===== src/rtl/tl_irq_pkg.sv =====
package tl_irq_pkg;
  localparam int unsigned REG_W   = 8;
  localparam int unsigned NUM_LVL = REG_W - 1;
  localparam int unsigned LVL_W   = $clog2(NUM_LVL + 1);
  localparam logic [3:0]  CTRL_LO_RST = 4'b0110;

  typedef struct packed {
    logic [3:0] vec_hi;
    logic       trig_rise;
    logic       tl_sel_nmi;
    logic       a0_sel_pin;
    logic       wait_en;
  } ctrl_t;
endpackage


===== src/rtl/tl_ctrl_regs.sv =====
module tl_ctrl_regs
  import tl_irq_pkg::*;
(
  input  logic               clk_i,
  input  logic               rst_ni,
  input  logic               we_i,
  input  logic               addr_i,
  input  logic [REG_W-1:0]   wdata_i,
  input  logic [NUM_LVL-1:0] hold_i,
  output logic [REG_W-1:0]   rdata_o,
  output ctrl_t              ctrl_o,
  output logic               lock_o
);
  logic [3:0] vec_hi_q;
  logic [3:0] ctrl_lo_q;
  logic       lock_q;
  logic       wr_ctrl, wr_nest;

  assign wr_ctrl = we_i && !addr_i;
  assign wr_nest = we_i && addr_i;

  // vector nibble deliberately has no reset
  always_ff @(posedge clk_i) begin
    if (wr_ctrl) vec_hi_q <= wdata_i[7:4];
  end

  always_ff @(posedge clk_i or negedge rst_ni) begin
    if (!rst_ni)      ctrl_lo_q <= CTRL_LO_RST;
    else if (wr_ctrl) ctrl_lo_q <= wdata_i[3:0];
  end

  // sticky: only reset clears
  always_ff @(posedge clk_i or negedge rst_ni) begin
    if (!rst_ni)                         lock_q <= 1'b0;
    else if (wr_nest && wdata_i[REG_W-1]) lock_q <= 1'b1;
  end

  assign ctrl_o  = ctrl_t'({vec_hi_q, ctrl_lo_q});
  assign lock_o  = lock_q;
  assign rdata_o = addr_i ? {lock_q, hold_i} : {vec_hi_q, ctrl_lo_q};

  AST_LOCK_STICKY: assert property (@(posedge clk_i) disable iff (!rst_ni)
    lock_q |=> lock_q);
  AST_LOCK_SET: assert property (@(posedge clk_i) disable iff (!rst_ni)
    (wr_nest && wdata_i[REG_W-1]) |=> lock_o);
  AST_CTRL_WRITE: assert property (@(posedge clk_i) disable iff (!rst_ni)
    wr_ctrl |=> (ctrl_o.wait_en == $past(wdata_i[0])));
endmodule


===== src/rtl/tl_src_path.sv =====
module tl_src_path #(
  parameter int unsigned SYNC_STAGES = 2
) (
  input  logic clk_i,
  input  logic rst_ni,
  input  logic nmi_i,
  input  logic wdog_i,
  input  logic ext_pin_i,
  input  logic trig_rise_i,
  input  logic sel_nmi_i,
  input  logic a0_pin_i,
  input  logic ack_i,
  input  logic glob_en_i,
  input  logic tl_en_i,
  input  logic lock_i,
  output logic pend_o,
  output logic tl_req_o,
  output logic a0_req_o
);
  logic nmi_s, nmi_d, nmi_edge, tl_evt, pend_q;

  generate
    if (SYNC_STAGES > 1) begin : g_sync_chain
      logic [SYNC_STAGES-1:0] sync_q;
      always_ff @(posedge clk_i or negedge rst_ni) begin
        if (!rst_ni) sync_q <= '0;
        else         sync_q <= {sync_q[SYNC_STAGES-2:0], nmi_i};
      end
      assign nmi_s = sync_q[SYNC_STAGES-1];
    end else begin : g_sync_single
      logic sync_q;
      always_ff @(posedge clk_i or negedge rst_ni) begin
        if (!rst_ni) sync_q <= 1'b0;
        else         sync_q <= nmi_i;
      end
      assign nmi_s = sync_q;
    end
  endgenerate

  always_ff @(posedge clk_i or negedge rst_ni) begin
    if (!rst_ni) nmi_d <= 1'b0;
    else         nmi_d <= nmi_s;
  end

  assign nmi_edge = trig_rise_i ? (nmi_s && !nmi_d) : (!nmi_s && nmi_d);
  assign tl_evt   = sel_nmi_i ? nmi_edge : wdog_i;

  // new event beats acknowledge
  always_ff @(posedge clk_i or negedge rst_ni) begin
    if (!rst_ni)     pend_q <= 1'b0;
    else if (tl_evt) pend_q <= 1'b1;
    else if (ack_i)  pend_q <= 1'b0;
  end

  assign pend_o   = pend_q;
  assign tl_req_o = pend_q && (lock_i || (glob_en_i && tl_en_i));
  // watchdog feeds channel 0 only when top level has released it
  assign a0_req_o = a0_pin_i ? ext_pin_i : (sel_nmi_i && wdog_i);

  AST_PEND_HOLD: assert property (@(posedge clk_i) disable iff (!rst_ni)
    (pend_q && !ack_i) |=> pend_q);
  AST_ACK_CLEAR: assert property (@(posedge clk_i) disable iff (!rst_ni)
    (ack_i && !tl_evt) |=> !pend_o);
  AST_WDOG_SEL: assert property (@(posedge clk_i) disable iff (!rst_ni)
    (!sel_nmi_i && wdog_i) |=> pend_o);
  AST_LOCK_REQ: assert property (@(posedge clk_i) disable iff (!rst_ni)
    (lock_i && pend_o) |-> tl_req_o);
  AST_MASKED: assert property (@(posedge clk_i) disable iff (!rst_ni)
    (!lock_i && !(glob_en_i && tl_en_i)) |-> !tl_req_o);
  AST_A0_NO_WDOG: assert property (@(posedge clk_i) disable iff (!rst_ni)
    (!sel_nmi_i && !a0_pin_i) |-> !a0_req_o);
endmodule


===== src/rtl/tl_hold_track.sv =====
module tl_hold_track
  import tl_irq_pkg::*;
(
  input  logic               clk_i,
  input  logic               rst_ni,
  input  logic               nest_mode_i,
  input  logic               preempt_i,
  input  logic               preempt_top_i,
  input  logic [LVL_W-1:0]   cur_lvl_i,
  input  logic               iret_i,
  input  logic [LVL_W-1:0]   iret_lvl_i,
  output logic [NUM_LVL-1:0] hold_o
);
  logic [NUM_LVL-1:0] hold_q;
  logic               do_set;

  assign do_set = nest_mode_i && preempt_i && !preempt_top_i;

  generate
    for (genvar g = 0; g < NUM_LVL; g++) begin : g_lvl
      logic set_g, clr_g;
      assign set_g = do_set && (cur_lvl_i == LVL_W'(g));
      assign clr_g = iret_i && (iret_lvl_i == LVL_W'(g));
      // return wins on the same level
      always_ff @(posedge clk_i or negedge rst_ni) begin
        if (!rst_ni)    hold_q[g] <= 1'b0;
        else if (clr_g) hold_q[g] <= 1'b0;
        else if (set_g) hold_q[g] <= 1'b1;
      end
    end
  endgenerate

  assign hold_o = hold_q;

  AST_HOLD_SET: assert property (@(posedge clk_i) disable iff (!rst_ni)
    (do_set && (cur_lvl_i < LVL_W'(NUM_LVL)) && !(iret_i && iret_lvl_i == cur_lvl_i))
    |=> hold_o[$past(cur_lvl_i)]);
  AST_HOLD_CLR: assert property (@(posedge clk_i) disable iff (!rst_ni)
    (iret_i && (iret_lvl_i < LVL_W'(NUM_LVL))) |=> !hold_o[$past(iret_lvl_i)]);
  AST_NO_SPUR_SET: assert property (@(posedge clk_i) disable iff (!rst_ni)
    !do_set |=> ((hold_o & ~$past(hold_o)) == '0));
endmodule


===== src/rtl/tl_irq_nest.sv =====
module tl_irq_nest
  import tl_irq_pkg::*;
#(
  parameter int unsigned SYNC_STAGES = 2
) (
  input  logic             clk_i,
  input  logic             rst_ni,
  input  logic             reg_we_i,
  input  logic             reg_addr_i,
  input  logic [REG_W-1:0] reg_wdata_i,
  output logic [REG_W-1:0] reg_rdata_o,
  input  logic             wdog_eoc_i,
  input  logic             nmi_i,
  input  logic             ext_pin_i,
  input  logic             glob_en_i,
  input  logic             tl_en_i,
  input  logic             tl_ack_i,
  input  logic             nest_mode_i,
  input  logic             preempt_i,
  input  logic             preempt_top_i,
  input  logic [LVL_W-1:0] cur_lvl_i,
  input  logic             iret_i,
  input  logic [LVL_W-1:0] iret_lvl_i,
  output logic             tl_pend_o,
  output logic             tl_req_o,
  output logic             a0_req_o,
  output logic             wait_en_o
);
  ctrl_t              ctrl;
  logic               lock;
  logic [NUM_LVL-1:0] hold;

  tl_ctrl_regs u_regs (
    .clk_i   (clk_i),
    .rst_ni  (rst_ni),
    .we_i    (reg_we_i),
    .addr_i  (reg_addr_i),
    .wdata_i (reg_wdata_i),
    .hold_i  (hold),
    .rdata_o (reg_rdata_o),
    .ctrl_o  (ctrl),
    .lock_o  (lock)
  );

  tl_src_path #(.SYNC_STAGES(SYNC_STAGES)) u_src (
    .clk_i       (clk_i),
    .rst_ni      (rst_ni),
    .nmi_i       (nmi_i),
    .wdog_i      (wdog_eoc_i),
    .ext_pin_i   (ext_pin_i),
    .trig_rise_i (ctrl.trig_rise),
    .sel_nmi_i   (ctrl.tl_sel_nmi),
    .a0_pin_i    (ctrl.a0_sel_pin),
    .ack_i       (tl_ack_i),
    .glob_en_i   (glob_en_i),
    .tl_en_i     (tl_en_i),
    .lock_i      (lock),
    .pend_o      (tl_pend_o),
    .tl_req_o    (tl_req_o),
    .a0_req_o    (a0_req_o)
  );

  tl_hold_track u_hold (
    .clk_i         (clk_i),
    .rst_ni        (rst_ni),
    .nest_mode_i   (nest_mode_i),
    .preempt_i     (preempt_i),
    .preempt_top_i (preempt_top_i),
    .cur_lvl_i     (cur_lvl_i),
    .iret_i        (iret_i),
    .iret_lvl_i    (iret_lvl_i),
    .hold_o        (hold)
  );

  assign wait_en_o = ctrl.wait_en;
endmodule


===== config.mk =====
export PLATFORM = sky130hd
export DESIGN_NAME = tl_irq_nest
export DESIGN_NICKNAME = d
export VERILOG_FILES = /design/src/rtl/tl_irq_pkg.sv /design/src/rtl/tl_ctrl_regs.sv /design/src/rtl/tl_src_path.sv /design/src/rtl/tl_hold_track.sv /design/src/rtl/tl_irq_nest.sv
export SDC_FILE = /design/constraint.sdc
export NUM_CORES = 1
export LEC_CHECK = 0
export ABC_AREA = 1
export CAP_MARGIN = 20
export CELL_PAD_IN_SITES_DETAIL_PLACEMENT = 1
export CELL_PAD_IN_SITES_GLOBAL_PLACEMENT = 2
export CORE_AREA = 5 5 74 76
export DETAILED_ROUTE_END_ITERATION = 8
export DIE_AREA = 0 0 79 81
export GPL_TIMING_DRIVEN = 1
export PLACE_DENSITY = 0.83
export SLEW_MARGIN = 15
export SYNTH_ARGS = -nofsm -noshare
export SYNTH_HDL_FRONTEND = slang
export SYNTH_HIERARCHICAL = 1
export SYNTH_SLANG_ARGS = --single-unit

===== constraint.sdc =====
create_clock -name clk_i -period 0.9 [get_ports clk_i]
set_input_delay 0.18 -clock clk_i [delete_from_list [all_inputs] [get_ports clk_i]]
set_output_delay 0.18 -clock clk_i [all_outputs]
set_load 0.01 [all_outputs]

==> After elaboration in Yosys (flattened, before gate mapping) <==
Cells that the tools add are included.
{ "word_totals": {"register_bits": 20, "output_inout_bits": 12, "wordCells": 84} }
{ "op_classes": {"n_eq_ne": 12, "muxes": 20, "reduce_logical": 39} }
{ "op_table": {"columns": ["op", "n"], "rows": [
  ["$logic_and 1x1->1", 24],
  ["$mux 1", 19],
  ["$eq 3x3->1 const B", 6],
  ["$reduce_bool 2->1", 8],
  ["$eq 3x2->1 const B", 4],
  ["$mux 8", 1],
  ["$eq 3x1->1 const B", 2],
  ["$logic_not 3->1", 2],
  ["$logic_not 1->1", 4],
  ["$logic_or 1x1->1", 1]
]} }

==> Logic depth before layout (Yosys ltp) <==
Gate-level depths: netlist of run 1.
{ "logic_depth": {"ltp_word": 5, "depth_mapped": 5, "depth_no_buf": 5} }

==> By module <==
The synthesis of run 1 kept the hierarchy.
{ "by_module_without_submodules": {"columns": ["mod", "n_inst", "cells_each", "area_per_inst_um2", "seq_area_each_um2"], "rows": [
  ["tl_ctrl_regs", 1, 52, 442.9, 247.7],
  ["tl_hold_track", 1, 61, 394.1, 175.2],
  ["tl_src_path", 1, 22, 173.9, 100.1]
]} }

==> Worst setup path after synthesis of run 1 <==
No wires, ideal clock.
{ "synth_timing": {"path_kind": "reg-to-output", "start": "reg u_regs.ctrl_lo_q[2]", "end": "out a0_req_o", "arrival_time_ps": 856, "required_ps": 720, "slack_ps": -136, "path_stages_with_launch": 3, "path_buffers": 0, "path_cell_list": "dfstp_2 -> nand2_1 -> o21ai_0"} }
{ "synth_between": {"elab_chain_cells": 2} }
{ "synth_lines": {"columns": ["item", "line", "text"], "rows": [
  ["start, declared", "tl_ctrl_regs.sv:15", "logic [3:0] ctrl_lo_q;"],
  ["start signal, assigned", "tl_ctrl_regs.sv:29", "else if (wr_ctrl) ctrl_lo_q <= wdata_i[3:0];"],
  ["$logic_and 1x1->1", "tl_src_path.sv:58", "assign a0_req_o = a0_pin_i ? ext_pin_i : (sel_nmi_i && wdog_i);"],
  ["$mux 1", "tl_src_path.sv:58", null],
  ["end, declared", "tl_irq_nest.sv:26", "output logic a0_req_o,"]
]} }
Every way passes these cells.

==> Final worst setup path of run 1 <==
{ "layout_timing": {"start": "reg u_regs.ctrl_lo_q[1]", "end": "out a0_req_o"} }
{ "layout_between": {"elab_chain_cells": 1} }
{ "layout_lines": {"columns": ["item", "line"], "rows": [
  ["$mux 1", "tl_src_path.sv:58"]
]} }
Every way passes these cells.

==> flow_summary.json, run 1 <==
{
  "outcome": "complete, but fails checks",
  "violations": "setup timing",
  "filler_cell_count": 583,
  "fp.dieW_um": 79,
  "synth_area_leader_cell": "sky130_fd_sc_hd__dfrtp_1",
  "grt_max_degree": 17,
  "worst_slew_margin_rel_pct": 84.1,
  "via_count": 1027,
  "detailedRoute.firstPassIterationCount": 4,
  "yosysUniqueCellTypes": 17,
  "netSwitchingFraction_pct": 25.9,
  "number_of_enable_flip_flop_cells_after_synthesis": 4,
  "yosys.cell_count.top_type": "sky130_fd_sc_hd__nand2_1",
  "combinationalPowerShare_pct": 24.9,
  "num_rows": 25,
  "area_growth_pct": 62.5,
  "average_wire_length_per_cell_after_detail_routing_um": 11.8,
  "worstPathMaxFanout": 4,
  "critPathCaptureType": "output port",
  "global_placement_routability_congestion": 0.770,
  "p_clk_share_pct": 31.0,
  "design.core.area_um2": 4660,
  "worst-endpoint-arrival_ns": 1.11,
  "worst_hold_path_type": "input pin to asynchronous set/reset pin",
  "drv_slew": 0,
  "worst_r2r_path_depth": 5,
  "grt.overflow.total": 0,
  "clk_pin_slew_ns": 0.07,
  "global_route_wire_length_before_repair_um": 4950,
  "critical_path_required_ns": 0.72,
  "drt-total-wl_um": 2930,
  "vias_in_the_first_global_route": 1136,
  "ant_nets": 0,
  "p_switching_uw": 644,
  "finish.instance_area_um2": 1640,
  "highest_clock_rate_ghz": 0.772,
  "syn-num-nets": 163,
  "cp-start-kind": "register",
  "placement.cell_area_um2": 1560,
  "grt_setup_unrepaired": "yes",
  "cts_hold_buf": 0,
  "hpwl_um": 2300,
  "antenna-diode-count": 0,
  "timing_hold_violations_final": 0,
  "design.die.area_um2": 6400,
  "remaining_drc_errors": 0,
  "ctsLongestPathBuffers": 2,
  "start_util_pct": 21.7,
  "crit-reg2reg-launch": "u_regs/ctrl_lo_q[2]$_DFFE_PN1P_",
  "cts.sink_count": 20,
  "setup_violations": 13,
  "tritoncts_clock_tree": "done",
  "drv.max_cap_violation_count": 0,
  "cpPeakStageDelay_ns": 0.57,
  "cts_buffers": 3,
  "yosysSeqAreaShare_pct": 51.7,
  "synthesized_netlist_cell_count": 135,
  "postSynth.topFlopCell": "sky130_fd_sc_hd__dfrtp_1",
  "slowest_stage": "sky130_fd_sc_hd__dfstp_2",
  "route.detailed.vias_per_inst": 4.14,
  "final_worst_setup_slack_ns": -0.395,
  "worstSetupPathType": "register to output port",
  "final_layout_size_suffix_gt1_share_pct": 26.8,
  "io_pins": 40,
  "clock_tree.htree_level_count": 1,
  "cp_cell_sequence": "buf_4 > o21ai_2 > buf_2",
  "ys.warnings.count": 6,
  "clk_latency_ns": 0.26,
  "finish.net_count": 223,
  "synth.ff_latch_count": 20,
  "tightestPinTransition_ns": 0.238,
  "worst_clock_skew_ns": 0.000285,
  "syn-cell-area_um2": 1010,
  "worst_r2r_end": "u_src/pend_o$_DFFE_PN0P_",
  "die_h_um": 81,
  "yosys-top-cells-count": "51 x sky130_fd_sc_hd__nand2_1, 23 x sky130_fd_sc_hd__nor2_1, 18 x sky130_fd_sc_hd__inv_1",
  "internal_power_uw": 1840,
  "timing.final.crit_period_ns": 1.29,
  "grt_antenna_before_repair": 0,
  "syn_avg_cell_area_um2": 7.49,
  "io_buffers": 39,
  "p_leak_uw": 0.000849,
  "reg2reg_slack_ns": -0.02,
  "power.share.sequential_pct": 44.1,
  "post-layout-total-power_uw": 2490,
  "post-synth-top-area-fraction_pct": 34.7,
  "drt-initial-drc-count": 15,
  "async_reset_ff_share_pct": 80.0,
  "ir_worst_vdd_v": 0.000520,
  "synth_area_leaders": "sky130_fd_sc_hd__dfrtp_1 35%, sky130_fd_sc_hd__nand2_1 19%, sky130_fd_sc_hd__edfxtp_1 12%",
  "grtUsageTotal_pct": 9.93,
  "power_density_nw_per_um2": 1510,
  "clock-root-buffer": "sky130_fd_sc_hd__clkbuf_8",
  "min_period_over_period_pct": 144
}
-- per-stage QoR --
stage | hold WS (ns) | setup TNS (ns) | util, % | setup WS (ns) | instances
after global routing | 0.256 | -3.23 | 35.2 | -0.453 | 248
after global placement | 0.332 | -13.94 | 33.6 | -0.866 | 240
after CTS | 0.254 | -2.72 | 34.5 | -0.400 | 248
after floorplan | -0.116 | -0.0232 | - | -0.0232 | 135
final | 0.253 | -2.50 | 35.2 | -0.395 | 248
after detailed placement | 0.336 | -14.45 | 33.6 | -0.879 | 240
-- power groups by stage --
stage          clock, µW  sequential (µW)  combinational [µW]
6_report             771             1100                 618
5_1_grt              855             1110                 692
4_1_cts              799             1100                 614
3_5_place_dp           0             1110                 662
3_3_place_gp           0             1110                 652
2_1_floorplan          0             1100                 238
-- critical path, delay by kind of cell (launching register included) --
family	cells	cell delay [ns]
flops	1	0.57
buf+inv	2	0.25
compound gates	1	0.04
-- what timing repair did --
| action | in CTS | in global routing |
|---|---|---|
| pin swaps | 11 | 4 |
| setup endpoints to repair | 28 | 20 |
| cloned | 2 | 0 |
| resized for setup | 63 | 11 |
| setup buffers | 2 | 0 |
-- layout by cell type, fill, tap and decap left out, types with 4 or more instances in the layout --
cell type,Yosys,layout
sky130_fd_sc_hd__nand2_2,1,5
sky130_fd_sc_hd__nor2_1,23,21
sky130_fd_sc_hd__nand3_1,9,9
sky130_fd_sc_hd__edfxtp_1,4,4
sky130_fd_sc_hd__nand2_1,51,47
sky130_fd_sc_hd__inv_1,18,16
sky130_fd_sc_hd__dfrtp_1,14,14
sky130_fd_sc_hd__clkdlybuf4s50_1,0,20
sky130_fd_sc_hd__buf_2,0,13
sky130_fd_sc_hd__buf_4,0,13
-- cells by family (layout without fill, tap and decap cells) --
| family | Yosys count | in the layout | share of synthesized area (%) |
|---|---|---|---|
| AND/OR/NAND/NOR | 87 | 87 | 34.7 |
| buffers and inverters | 21 | 80 | 10.1 |
| AO/OA/AOI/OAI | 7 | 7 | 3.46 |
| flip-flops | 20 | 20 | 51.7 |
-- flip-flops by register name (all words and copies together) (netlist names) --
| register | cells |
|---|---|
| u_hold/hold_o | 7 |
| u_regs/ctrl_lo_q | 4 |
| u_regs/vec_hi_q | 4 |
| u_src/g_sync_chain.sync_q | 2 |
| u_regs/lock_o | 1 |
| u_src/nmi_d | 1 |
| u_src/pend_o | 1 |
-- routing by layer --
metal	wire length, µm	global-route usage [%]	vias up	part of all wire, %
li1	-	-	531	-
met1	1200	10.4	464	41
met2	1550	19.3	30	53
met3	155	1.88	2	5.3
met4	21	4.12	0	0.72
met5	0	0	-	0
-- cell type report --
class                   instances  area, µm²  area share (%)
inverters                      19       78.8            4.80
well taps                      54       67.6            4.11
repair inverters                1       6.26           0.381
repair buffers                 56        480            29.2
multi-input cells              94        420            25.6
flip-flops and latches         20        523            31.8
clock buffers                   4       66.3            4.04
-- worst max-delay path by stage --
stage | start | endpoint | slack (ns) | cells past startpoint
floorplan | u_regs/ctrl_lo_q[2]$_DFFE_PN1P_ | a0_req_o | -0.02 | 2
global placement | reg_addr_i | reg_rdata_o[7] | -0.87 | 5
detailed placement | reg_addr_i | reg_rdata_o[7] | -0.88 | 5
CTS | u_regs/ctrl_lo_q[2]$_DFFE_PN1P_ | a0_req_o | -0.40 | 3
global route | u_regs/ctrl_lo_q[2]$_DFFE_PN1P_ | a0_req_o | -0.45 | 3
finish | u_regs/ctrl_lo_q[1]$_DFFE_PN1P_ | a0_req_o | -0.39 | 3
No activity file was read; power rests on OpenSTA's default activity.
==> run 2: changes to the inputs <==
--- a/config.mk
+++ b/config.mk
@@ -9,11 +9,11 @@
 export CAP_MARGIN = 20
 export CELL_PAD_IN_SITES_DETAIL_PLACEMENT = 1
 export CELL_PAD_IN_SITES_GLOBAL_PLACEMENT = 2
-export CORE_AREA = 5 5 74 76
+export CORE_AREA = 5 5 78 80
 export DETAILED_ROUTE_END_ITERATION = 8
-export DIE_AREA = 0 0 79 81
+export DIE_AREA = 0 0 83 85
 export GPL_TIMING_DRIVEN = 1
-export PLACE_DENSITY = 0.83
+export PLACE_DENSITY = 0.79
 export SLEW_MARGIN = 15
 export SYNTH_ARGS = -nofsm -noshare
 export SYNTH_HDL_FRONTEND = slang
==> constraint.sdc (replaced) <==
create_clock -name clk_i -period 1.15 [get_ports clk_i]
set_input_delay 0.23 -clock clk_i [delete_from_list [all_inputs] [get_ports clk_i]]
set_output_delay 0.23 -clock clk_i [all_outputs]
set_load 0.01 [all_outputs]
==> flow_summary.json, run 2 (synthesized netlist as in run 1, its figures left out) <==
{
  "tightestPinTransition_ns": 0.230,
  "drt-total-wl_um": 3070,
  "grtUsageTotal_pct": 9.48,
  "global_route_wire_length_before_repair_um": 5460,
  "critPathCaptureType": "output port",
  "cts_hold_buf": 0,
  "timing_hold_violations_final": 0,
  "p_leak_uw": 0.000849,
  "clk_pin_slew_ns": 0.07,
  "clock-root-buffer": "sky130_fd_sc_hd__clkbuf_8",
  "io_pins": 40,
  "final_common_cell": "sky130_fd_sc_hd__nand2_1",
  "cp_cell_sequence": "nand2_1 > o21ai_1 > buf_2",
  "detailedRoute.firstPassIterationCount": 2,
  "grt.overflow.total": 0,
  "design.die.area_um2": 7060,
  "worstSetupPathType": "register to output port",
  "antenna-diode-count": 0,
  "final_worst_setup_slack_ns": -0.189,
  "power_density_nw_per_um2": 1100,
  "finalSetupTns_ns": -0.609,
  "worst-endpoint-arrival_ns": 1.11,
  "sum_of_routed_wire_segments_on_met1_um": 1300,
  "clk_latency_ns": 0.25,
  "highest_clock_rate_ghz": 0.747,
  "routed.top_layer": "met4",
  "cp-start-kind": "register",
  "remaining_drc_errors": 0,
  "area_growth_pct": 67.6,
  "drv_slew": 0,
  "via_count": 1045,
  "cts.sink_count": 20,
  "setup_violations": 6,
  "grt_setup_unrepaired": "yes",
  "number_of_flip_flops_in_the_largest_register": 7,
  "start_util_pct": 18.9,
  "cts_buffers": 3,
  "slowest_stage": "sky130_fd_sc_hd__dfstp_2",
  "critical_path_required_ns": 0.92,
  "violations": "setup timing",
  "io_buffers": 39,
  "route.detailed.vias_per_inst": 3.83,
  "ant_nets": 0,
  "fp.dieW_um": 83,
  "min_period_over_period_pct": 116,
  "design.core.area_um2": 5340,
  "drv.max_cap_violation_count": 0,
  "vias_in_the_first_global_route": 1192,
  "average_wire_length_per_cell_after_detail_routing_um": 11.3,
  "cpPeakStageDelay_ns": 0.56,
  "grt_antenna_before_repair": 0,
  "ctsLongestPathBuffers": 2,
  "grt_max_degree": 17,
  "worst_hold_path_type": "input pin to asynchronous set/reset pin",
  "seq_area_um2": 523,
  "clock_tree.htree_level_count": 1,
  "worst_slew_margin_rel_pct": 84.6,
  "global_placement_routability_congestion": 0.796,
  "hpwl_um": 2510,
  "outcome": "complete, but fails checks",
  "multi_input_comb_area_um2": 399,
  "final_layout_size_suffix_gt1_share_pct": 25.9,
  "ir_worst_vdd_v": 0.000341,
  "drt-initial-drc-count": 19,
  "wl_met3_um": 162,
  "finish.net_count": 230,
  "worstPathMaxFanout": 3,
  "worst_clock_skew_ns": 0.000664,
  "die_h_um": 85,
  "wl_met2_um": 1570,
  "place_worst_setup_slack_ns": -0.750,
  "layout.cells.most_common_list": "47 x sky130_fd_sc_hd__nand2_1, 24 x sky130_fd_sc_hd__clkdlybuf4s50_1, 23 x sky130_fd_sc_hd__nor2_1",
  "cp_top_family": "flip-flops",
  "filler_cell_count": 685,
  "critical_path.n_buffers_inverters": 1,
  "timing.final.crit_period_ns": 1.34,
  "tritoncts_clock_tree": "done",
  "num_rows": 27
}
==> run 2: changes by cell type in the layout (fill, tap and decap cells not counted), moves of 2 or more <==
cell and change:
sky130_fd_sc_hd__buf_2 -3, sky130_fd_sc_hd__buf_4 +5, sky130_fd_sc_hd__buf_6 +3, sky130_fd_sc_hd__clkdlybuf4s50_1 +4, sky130_fd_sc_hd__dlymetal6s2s_1 -3, sky130_fd_sc_hd__nor2_1 +2, sky130_fd_sc_hd__nor2_2 -2
==> run 2: worst paths after layout <==
kind                                                     endpoint  slack (ns)  cells after the start                                    from
max                                                      a0_req_o       -0.19                      3         u_regs/ctrl_lo_q[2]$_DFFE_PN1P_
min in group clk_i         u_src/g_sync_chain.sync_q[1]$_DFF_PN0_        0.35                      0  u_src/g_sync_chain.sync_q[0]$_DFF_PN0_
max reg2reg                              u_src/pend_o$_DFFE_PN0P_        0.04                      7         u_regs/ctrl_lo_q[2]$_DFFE_PN1P_
max in group asynchronous         u_regs/ctrl_lo_q[1]$_DFFE_PN1P_        0.62                      2                                  rst_ni
min                                     u_regs/lock_o$_DFFE_PN0P_        0.31                      2                                  rst_ni
min reg2reg                u_src/g_sync_chain.sync_q[1]$_DFF_PN0_        0.35                      0  u_src/g_sync_chain.sync_q[0]$_DFF_PN0_
==> run 2: area by class of cell <==
type	instances	share of cell area, %
Sequential cell	20	30.9
Clock inverter	1	0.222
Inverter	19	4.65
Timing Repair inverter	1	0.369
Clock buffer	3	2.44
Multi-Input combinational cell	94	23.6
Tap cell	72	5.32
Timing Repair Buffer	63	32.6
==> run 2: per-stage QoR <==
stage / power (µW) / cell area, µm² / instances / hold WS, ns / utilization, %
4_1_cts: 1880 / 1660 / 270 / 0.324 / 31.1
6_report: 1860 / 1690 / 273 / 0.313 / 31.7
3_3_place_gp: 1380 / 1580 / 257 / 0.334 / 29.5
2_1_floorplan: 1050 / 1010 / 135 / -0.0656 / -
5_1_grt: 2000 / 1690 / 273 / 0.331 / 31.7
3_5_place_dp: 1400 / 1580 / 257 / 0.338 / 29.5
==> run 2: power breakdown <==
part,internal [µW],switching [µW]
Sequential,809,46.3
Clock,237,219
Combinational,306,240
==> run 2: timing repair <==
item                       in CTS  in global routing
gates cloned                    2                  0
setup endpoints to repair      16                 12
gates resized for setup        61                  6
buffers inserted                7                  3
pin swaps                       9                  8
==> run 2: layer usage <==
layer	global-route usage, %	up-vias
li1	-	542
met1	10.6	470
met2	17.6	31
met3	2.14	2
met4	3.12	0
met5	0	-
